`src/rtl/cfg_pkg.sv`:
```
package cfg_pkg;

  localparam int ADDR_W = 3;
  localparam int INIT_W = 9;

  typedef enum logic [ADDR_W-1:0] {
    ADR_ROW   = 3'd0,
    ADR_ALU   = 3'd1,
    ADR_BANK0 = 3'd2,
    ADR_BANK1 = 3'd3,
    ADR_INIT  = 3'd4,
    ADR_SEL0  = 3'd5,
    ADR_SEL1  = 3'd6,
    ADR_NOP   = 3'd7
  } cfgAddr_e;

  // One-cycle write strobes from control to the register store
  typedef struct packed {
    logic       wrRow;
    logic       wrAlu;
    logic [1:0] wrBank;
    logic       wrInit;
    logic [1:0] selBank;
  } cfgStrobe_t;

endpackage

```
`src/rtl/cfg_host_ctrl.sv`:
```
module cfg_host_ctrl
  import cfg_pkg::*;
#(
  parameter int DATA_W = 10
) (
  input  logic                 clk,
  input  logic                 rstN,
  input  logic [ADDR_W-1:0]    hostAddr,
  input  logic [DATA_W-1:0]    hostData,
  input  logic                 hostSel,
  input  logic                 hostLoad,
  output cfgStrobe_t           strb,
  output logic [DATA_W-1:0]    wrData
);

  localparam int SYNC_N = 3;

  logic [SYNC_N-1:0] loadPipe;
  logic [ADDR_W-1:0] capAddr;
  logic              capSel;
  logic              loadFall;

  // Two synchronizer stages plus one history stage for edge detection
  always_ff @(posedge clk or negedge rstN) begin
    if (!rstN) loadPipe <= '0;
    else       loadPipe <= {loadPipe[SYNC_N-2:0], hostLoad};
  end

  assign loadFall = loadPipe[SYNC_N-1] & ~loadPipe[SYNC_N-2];

  // Host fields are captured while the synchronized strobe is high
  always_ff @(posedge clk or negedge rstN) begin
    if (!rstN) begin
      capAddr <= '0;
      capSel  <= 1'b0;
      wrData  <= '0;
    end else if (loadPipe[SYNC_N-2]) begin
      capAddr <= hostAddr;
      capSel  <= hostSel;
      wrData  <= hostData;
    end
  end

  always_comb begin
    strb = '0;
    if (loadFall && capSel) begin
      unique case (cfgAddr_e'(capAddr))
        ADR_ROW:   strb.wrRow      = 1'b1;
        ADR_ALU:   strb.wrAlu      = 1'b1;
        ADR_BANK0: strb.wrBank[0]  = 1'b1;
        ADR_BANK1: strb.wrBank[1]  = 1'b1;
        ADR_INIT:  strb.wrInit     = 1'b1;
        ADR_SEL0:  strb.selBank[0] = 1'b1;
        ADR_SEL1:  strb.selBank[1] = 1'b1;
        default:   strb = '0;
      endcase
    end
  end

endmodule

```
`src/rtl/cfg_reg_store.sv`:
```
module cfg_reg_store
  import cfg_pkg::*;
#(
  parameter int          DATA_W     = 10,
  parameter int          COEF_W     = 8,
  parameter int          TAPS       = 9,
  parameter int          ROW_W      = 10,
  parameter int          ROW_WINDOW = 1024,
  parameter logic [9:0]  ALU_RESET  = 10'h018
) (
  input  logic                     clk,
  input  logic                     rstN,
  input  cfgStrobe_t               strb,
  input  logic [DATA_W-1:0]        wrData,
  output logic [ROW_W-1:0]         rowLen,
  output logic [DATA_W-1:0]        aluCode,
  output logic [INIT_W-1:0]        initWord,
  output logic                     bankSel,
  output logic [TAPS*COEF_W-1:0]   coefFlat
);

  localparam int BANKS = 2;
  localparam int IDX_W = $clog2(TAPS);
  localparam int CNT_W = $clog2(ROW_WINDOW + 1);

  logic [CNT_W-1:0]  winCnt;
  logic              windowOpen;
  logic              rowTaken;
  logic [IDX_W-1:0]  tapIdx   [BANKS];
  logic [COEF_W-1:0] coefBank [BANKS][TAPS];

  assign windowOpen = winCnt < CNT_W'(ROW_WINDOW);

  // Row length: single load inside the post-reset window
  always_ff @(posedge clk or negedge rstN) begin
    if (!rstN) begin
      winCnt   <= '0;
      rowTaken <= 1'b0;
      rowLen   <= '0;
    end else begin
      if (windowOpen) winCnt <= winCnt + 1'b1;
      if (strb.wrRow && windowOpen && !rowTaken) begin
        rowLen   <= wrData[ROW_W-1:0];
        rowTaken <= 1'b1;
      end
    end
  end

  always_ff @(posedge clk or negedge rstN) begin
    if (!rstN) begin
      aluCode  <= ALU_RESET[DATA_W-1:0];
      initWord <= '0;
    end else begin
      if (strb.wrAlu)  aluCode  <= wrData;
      if (strb.wrInit) initWord <= wrData[INIT_W-1:0];
    end
  end

  always_ff @(posedge clk or negedge rstN) begin
    if (!rstN)                 bankSel <= 1'b0;
    else if (strb.selBank[0])  bankSel <= 1'b0;
    else if (strb.selBank[1])  bankSel <= 1'b1;
  end

  for (genvar b = 0; b < BANKS; b++) begin : g_bank
    always_ff @(posedge clk or negedge rstN) begin
      if (!rstN) begin
        tapIdx[b] <= '0;
      end else if (strb.wrBank[b]) begin
        tapIdx[b] <= (tapIdx[b] == IDX_W'(TAPS - 1)) ? '0 : tapIdx[b] + 1'b1;
      end else if (strb.wrBank[BANKS-1-b]) begin
        tapIdx[b] <= '0;
      end
    end

    for (genvar t = 0; t < TAPS; t++) begin : g_tap
      always_ff @(posedge clk or negedge rstN) begin
        if (!rstN)
          coefBank[b][t] <= '0;
        else if (strb.wrBank[b] && tapIdx[b] == IDX_W'(t))
          coefBank[b][t] <= wrData[COEF_W-1:0];
      end
    end
  end

  for (genvar t = 0; t < TAPS; t++) begin : g_out
    assign coefFlat[t*COEF_W +: COEF_W] = bankSel ? coefBank[1][t] : coefBank[0][t];
  end

endmodule

```
`src/rtl/conv_cfg_regfile.sv`:
```
module conv_cfg_regfile
  import cfg_pkg::*;
#(
  parameter int DATA_W     = 10,
  parameter int COEF_W     = 8,
  parameter int TAPS       = 9,
  parameter int ROW_W      = 10,
  parameter int ROW_WINDOW = 1024
) (
  input  logic                   clk,
  input  logic                   rstN,
  input  logic [2:0]             hostAddr,
  input  logic [DATA_W-1:0]      hostData,
  input  logic                   hostSel,
  input  logic                   hostLoad,
  output logic [ROW_W-1:0]       rowLen,
  output logic [DATA_W-1:0]      aluCode,
  output logic                   extLineMode,
  output logic [1:0]             inDelay,
  output logic                   pixSigned,
  output logic                   coefSigned,
  output logic [1:0]             roundMode,
  output logic [1:0]             casShift,
  output logic                   bankSel,
  output logic [TAPS*COEF_W-1:0] coefActive
);

  cfgStrobe_t          strb;
  logic [DATA_W-1:0]   wrData;
  logic [INIT_W-1:0]   initWord;

  cfg_host_ctrl #(.DATA_W(DATA_W)) u_ctrl (
    .clk      (clk),
    .rstN     (rstN),
    .hostAddr (hostAddr),
    .hostData (hostData),
    .hostSel  (hostSel),
    .hostLoad (hostLoad),
    .strb     (strb),
    .wrData   (wrData)
  );

  cfg_reg_store #(
    .DATA_W     (DATA_W),
    .COEF_W     (COEF_W),
    .TAPS       (TAPS),
    .ROW_W      (ROW_W),
    .ROW_WINDOW (ROW_WINDOW)
  ) u_store (
    .clk      (clk),
    .rstN     (rstN),
    .strb     (strb),
    .wrData   (wrData),
    .rowLen   (rowLen),
    .aluCode  (aluCode),
    .initWord (initWord),
    .bankSel  (bankSel),
    .coefFlat (coefActive)
  );

  assign extLineMode = initWord[0];
  assign inDelay     = initWord[2:1];
  assign pixSigned   = initWord[3];
  assign coefSigned  = initWord[4];
  assign roundMode   = initWord[6:5];
  assign casShift    = initWord[8:7];

endmodule

```
`config.mk`:
```
export PLATFORM = sky130hd
export DESIGN_NAME = conv_cfg_regfile
export DESIGN_NICKNAME = d
export VERILOG_FILES = /design/src/rtl/cfg_pkg.sv /design/src/rtl/cfg_host_ctrl.sv /design/src/rtl/cfg_reg_store.sv /design/src/rtl/conv_cfg_regfile.sv
export SDC_FILE = /design/constraint.sdc
export NUM_CORES = 1
export LEC_CHECK = 0
export ABC_AREA = 1
export ABC_CLOCK_PERIOD_IN_PS = 3210
export BUFFER_PORTS_ARGS = -buffer_cell sky130_fd_sc_hd__buf_4
export CAP_MARGIN = 20
export CORE_MARGIN = 2
export CORE_UTILIZATION = 50
export DETAILED_ROUTE_END_ITERATION = 8
export GPL_ROUTABILITY_DRIVEN = 0
export PLACE_DENSITY = 0.78
export SYNTH_ARGS = -nofsm -noshare
export SYNTH_HDL_FRONTEND = slang
export SYNTH_HIERARCHICAL = 1
export SYNTH_SLANG_ARGS = --single-unit
```
`constraint.sdc`:
```
create_clock -name clk -period 3.21 [get_ports clk]
set_input_delay 0.642 -clock clk [delete_from_list [all_inputs] [get_ports clk]]
set_output_delay 0.642 -clock clk [all_outputs]
set_load 0.005 [all_outputs]
```
# ---- Yosys cells after proc, flatten, opt, wreduce, memory -nomap -nowiden
# Index checks and enable logic that the tools add are counted.
dict set report classes {
  n_mux 25
  n_eq_ne 22
  n_reduce_logical 27
  bitwise_logic 2
  magnitude_cmp 1
  add_sub_neg 3
}
# operator count
set op_table {}
lappend op_table {{two-way mux 8 bit} 9}
lappend op_table {{equality test 4 x 3 -> 1 bit (second input constant)} 8}
lappend op_table {{two-way mux 4 bit} 6}
lappend op_table {{logical AND 1 bit} 21}
lappend op_table {{equality test 4 x 2 -> 1 bit (second input constant)} 4}
lappend op_table {{adder 11 x 1 -> 11 bit (second input constant)} 1}
lappend op_table {{< comparator 11 bit (second input constant)} 1}
lappend op_table {{equality test 3 bit (second input constant)} 3}
lappend op_table {{two-way mux 1 bit} 9}
lappend op_table {{adder 4 x 1 -> 4 bit (second input constant)} 2}
lappend op_table {{equality test 4 x 1 -> 1 bit (second input constant)} 2}
lappend op_table {{equality test 4 bit (second input constant)} 2}
lappend op_table {{logical NOT 4 bit} 2}
lappend op_table {{two-way mux 7 bit} 1}
lappend op_table {{equality test 3 x 2 -> 1 bit (second input constant)} 2}
lappend op_table {{nonzero test 2 bit} 2}
lappend op_table {{equality test 3 x 1 -> 1 bit (second input constant)} 1}
lappend op_table {{logical NOT 3 bit} 1}
lappend op_table {{AND 1 bit} 1}
lappend op_table {{logical NOT 1 bit} 1}
lappend op_table {{inverter 1 bit} 1}
dict set report totals {
  input_bits 17
  reg_bits 211
  out_inout_bits 102
  word_cells 110
}

# ---- Depth between registers and ports, before layout
dict set report logic_depth {
  ltp_word 6
  ltp_mapped 11
}

# ---- Hierarchy
# The synthesis kept the hierarchy.
# module area_each_um2 n_inst seq_area_each_um2 cells_each
set modules_own_cells {}
lappend modules_own_cells {cfg_reg_store 8728.4 1 4857.2 978}
lappend modules_own_cells {cfg_host_ctrl 721.9 1 425.4 79}

# ---- Worst setup path before layout
# Ideal clock, no wire load.
dict set report synth_path {
  path_type {reg-to-output}
  from {reg u_store.bankSel}
  to {out coefActive[0]}
  required_time_ps 2568
  path_stages_with_launch 5
  slack_ps 1614
  arrival_time_ps 954
  path_cell_list {dfrtp_1 > clkbuf_1 > buf_2 > nand2_1 > nand2_1}
}
dict set report synth_via {
  elab_chain_cells 1
}
# element line
set synth_rtl {}
lappend synth_rtl {{from (decl)} cfg_reg_store.sv:18} ;# output logic bankSel,
lappend synth_rtl {{from (signal assigned)} cfg_reg_store.sv:60} ;# if (!rstN) bankSel <= 1'b0;
lappend synth_rtl {{from (signal assigned)} cfg_reg_store.sv:61} ;# else if (strb.selBank[0]) bankSel <= 1'b0;
lappend synth_rtl {{from (signal assigned)} cfg_reg_store.sv:62} ;# else if (strb.selBank[1]) bankSel <= 1'b1;
lappend synth_rtl {{two-way mux 8 bit} cfg_reg_store.sv:87} ;# assign coefFlat[t*COEF_W +: COEF_W] = bankSel ? coefBank[1][t] : coefBank[0][t];
lappend synth_rtl {{to (decl)} conv_cfg_regfile.sv:25} ;# output logic [TAPS*COEF_W-1:0] coefActive
# No other way between the ends.

# ---- Worst setup path in the final report
dict set report layout_path {
  from {reg u_store.bankSel}
  to {out coefActive[12]}
}
# The elaborated chain is that of the path after synthesis.

==> results.py <==
metrics = {
    "final_layout": {
        "area_growth_syn_to_layout_pct": 18.4,
        "fin_cells": 1401,
        "n_antenna_cell": 0,
        "n_fill_cell": 1596,
        "final_nets": 1178,
        "drive_above_1_share_pct": 24.0,
    },
    "critical_path": {
        "r2r_start": "u_ctrl/loadPipe[1]",
        "cp_max_fo": 28,
        "worstPathRequired_ns": 2.57,
        "arrival_ns": 2.00,
        "rrSetupSlack_ns": 0.93,
        "critPathLaunchType": "flop",
        "reg2reg_to": "u_store/coefBank[65]",
        "r2r_cells": 8,
        "cp-end-kind": "output port",
        "criticalPathCategory": "flop to output port",
    },
    "floorplan": {
        "top_level_ports": 119,
        "rows": 50,
        "fp.dieArea_um2": 20000,
        "initial_core_util_pct": 50.7,
        "core-area_um2": 18600,
        "die_width_um": 141,
        "die_h_um": 141,
    },
    "pwr": {
        "p_leak_nw": 5.82,
        "total_power_mw": 6.76,
        "peakVddDrop_mv": 0.347,
        "power.density_nw_per_um2": 605,
    },
    "logic_synthesis": {
        "yosysWarningCount": 6,
        "ys_types": 27,
        "synth_fp_nets": 1083,
        "syn_avg_cell_area_um2": 8.94,
        "netlist_area_um2": 9450,
        "synth-edff-count": 0,
        "ys.flop_type": "dfrtp_1",
        "synth_seq_area_share_pct": 55.9,
        "async_flop_share_pct": 100,
        "ys_seq_elements": 211,
        "syn_inst": 1057,
    },
    "placed_design": {
        "portBuffers": 118,
        "dp_cells": 1358,
        "post-place-ws_ns": 0.951,
        "hpwl_um": 14000,
    },
    "sta": {
        "tns_ns": 0,
        "whs_ns": 0.125,
        "max_freq_mhz": 379,
        "fin_crit_ns": 2.64,
        "finalSetupViolCount": 0,
        "fin_ws_ns": 0.573,
        "fin_skew_ns": 0.0149,
        "rsz0062_at_grt": "false",
        "report.final.hold_viol_count": 0,
        "tightest_slew_ns": 1.12,
        "slew_headroom_pct": 25.6,
        "finalCritPeriodShare_pct": 82.2,
        "slew_viol_final": 0,
    },
    "global_routing": {
        "grtUsageTotal_pct": 22.0,
        "grt_first_pass_wirelength_um": 35400,
        "grt_pass1_vias": 6762,
        "antenna_found_initial": 0,
        "grt_overflow": 0,
        "grt_max_degree": 75,
    },
    "clock_network": {
        "cts_root_buf": "clkbuf_16",
        "cts-resized-gates": 0,
        "cts_tree": "yes",
        "cts_setup_buffers": 0,
        "cts_buffer_depth": 3,
        "h-tree-depth": 1,
        "clk-insertion-delay-late_ns": 0.50,
        "clock-sinks": 211,
        "ctsHoldBuffers": 0,
        "clk_pin_slew_ns": 0.06,
        "numCtsBuffers": 23,
    },
    "routing": {
        "dr_total_vias": 7214,
        "vias_per_cell": 5.15,
        "drc": 0,
        "ant_nets": 0,
        "dr.pass1.iters": 5,
        "wire_per_inst_um": 15.7,
        "totalWireLength_um": 22000,
        "drt-initial-drc-count": 546,
    },
    "min_path": {
        "hold_class": "input port to async pin",
    },
    "status": {
        "status": "finished, final reports clean",
    },
    "run": {
        "drv_cap": 0,
    },
}
[worst max-delay path by stage]
stage	endpoint	slack [ns]	start	cells after the start
floorplan	coefActive[0]	1.61	u_store/bankSel	4
global placement	u_store/coefBank[141]	0.99	u_ctrl/loadPipe[1]	8
detailed placement	u_store/coefBank[141]	0.95	u_ctrl/loadPipe[1]	8
CTS	coefActive[31]	0.55	u_store/bankSel	5
global route	coefActive[4]	0.44	u_store/bankSel	5
finish	coefActive[12]	0.57	u_store/bankSel	5
[metrics by stage]
| stage | utilization [%] | instance area (µm²) |
|---|---|---|
| after floorplan | - | 9450 |
| after CTS | 59.6 | 11100 |
| final | 60.0 | 11200 |
| after detailed placement | 55.5 | 10300 |
| after global placement | 55.5 | 10300 |
| after global routing | 60.0 | 11200 |
[cells in the mapped netlist (all sizes together) (2+ instances only)]
library cell	count	area, µm²
nand2	471	1890
dfrtp	209	5230
o21ai	165	1100
nor2	46	203
inv	42	163
buf	34	292
clkbuf	29	109
a21oi	19	95.1
nand3	14	82.6
ha	9	113
nand4	8	50.1
xnor2	4	35.0
dfstp	2	52.6
o21bai	2	15.0
xor2	2	17.5
[layout by cell type, fill, tap and decap left out, types with 3 or more instances in the layout]
master and instances:
clkbuf_1 4, a21oi_1 19, nand2_1 444, inv_1 38, o21ai_1 23, buf_4 128
inv_2 3, ha_1 9, nand2_2 16, o21ai_0 70, nor2_4 4, xnor2_1 4
o21ai_2 72, nand3_1 13, dfrtp_1 208, nor2_1 42, clkbuf_8 9, nand4_1 8
nand2_4 11, clkbuf_16 23
[final cells by class]
| cell class | instances | area [µm²] | area share, % |
|---|---|---|---|
| Timing Repair Buffer | 133 | 1060 | 9.52 |
| Tap cell | 234 | 293 | 2.62 |
| Clock inverter | 5 | 77.6 | 0.693 |
| Multi-Input combinational cell | 741 | 3600 | 32.2 |
| Clock buffer | 35 | 701 | 6.26 |
| Inverter | 42 | 163 | 1.45 |
| Sequential cell | 211 | 5280 | 47.2 |
[metal layers]
| layer | vias up | wire length (µm) | global-route usage [%] |
|---|---|---|---|
| li1 | 3534 | - | - |
| met4 | 0 | 436 | 6.21 |
| met1 | 3459 | 10100 | 31.5 |
| met5 | - | 0 | 0 |
| met2 | 190 | 10400 | 35.4 |
| met3 | 31 | 1130 | 3.24 |
[worst max-delay path: stages, from the launching register on]
cell and delay [ns]:
dfrtp_2 0.40, inv_2 0.41, buf_4 0.40, nand2_1 0.09, nand2_1 0.08, buf_4 0.11
[flip-flops by register name, summed over array words and instances, names as in the netlist]
signal / count
u_store/rowTaken: 1
u_store/rowLen: 10
u_ctrl/loadPipe: 3
u_store/initWord: 9
u_store/winCnt: 11
u_ctrl/capAddr: 3
u_store/bankSel: 1
u_ctrl/capSel: 1
u_store/coefBank: 144
u_store/tapIdx: 8
u_ctrl/wrData: 10
u_store/aluCode: 10
[power breakdown]
group	total (mW)	internal, mW	switching [mW]	leakage (nW)
registers	3.07	2.90	0.173	2.83
logic	1.02	0.404	0.612	2.60
clock network	2.67	1.65	1.02	0.382
[kinds of logic (layout without fill, tap and decap cells)]
kind of cell	Yosys count	count (layout)	synth area share [%]
and+or+nand+nor	540	540	23.6
buffers and inverters	105	215	5.96
xor gates and xnor gates	6	6	0.556
AOI/OAI and AO/OA	186	186	12.8
adders and majority gates	9	9	1.19
DFF	211	211	55.9
No activity file was read; power rests on OpenSTA's default activity.
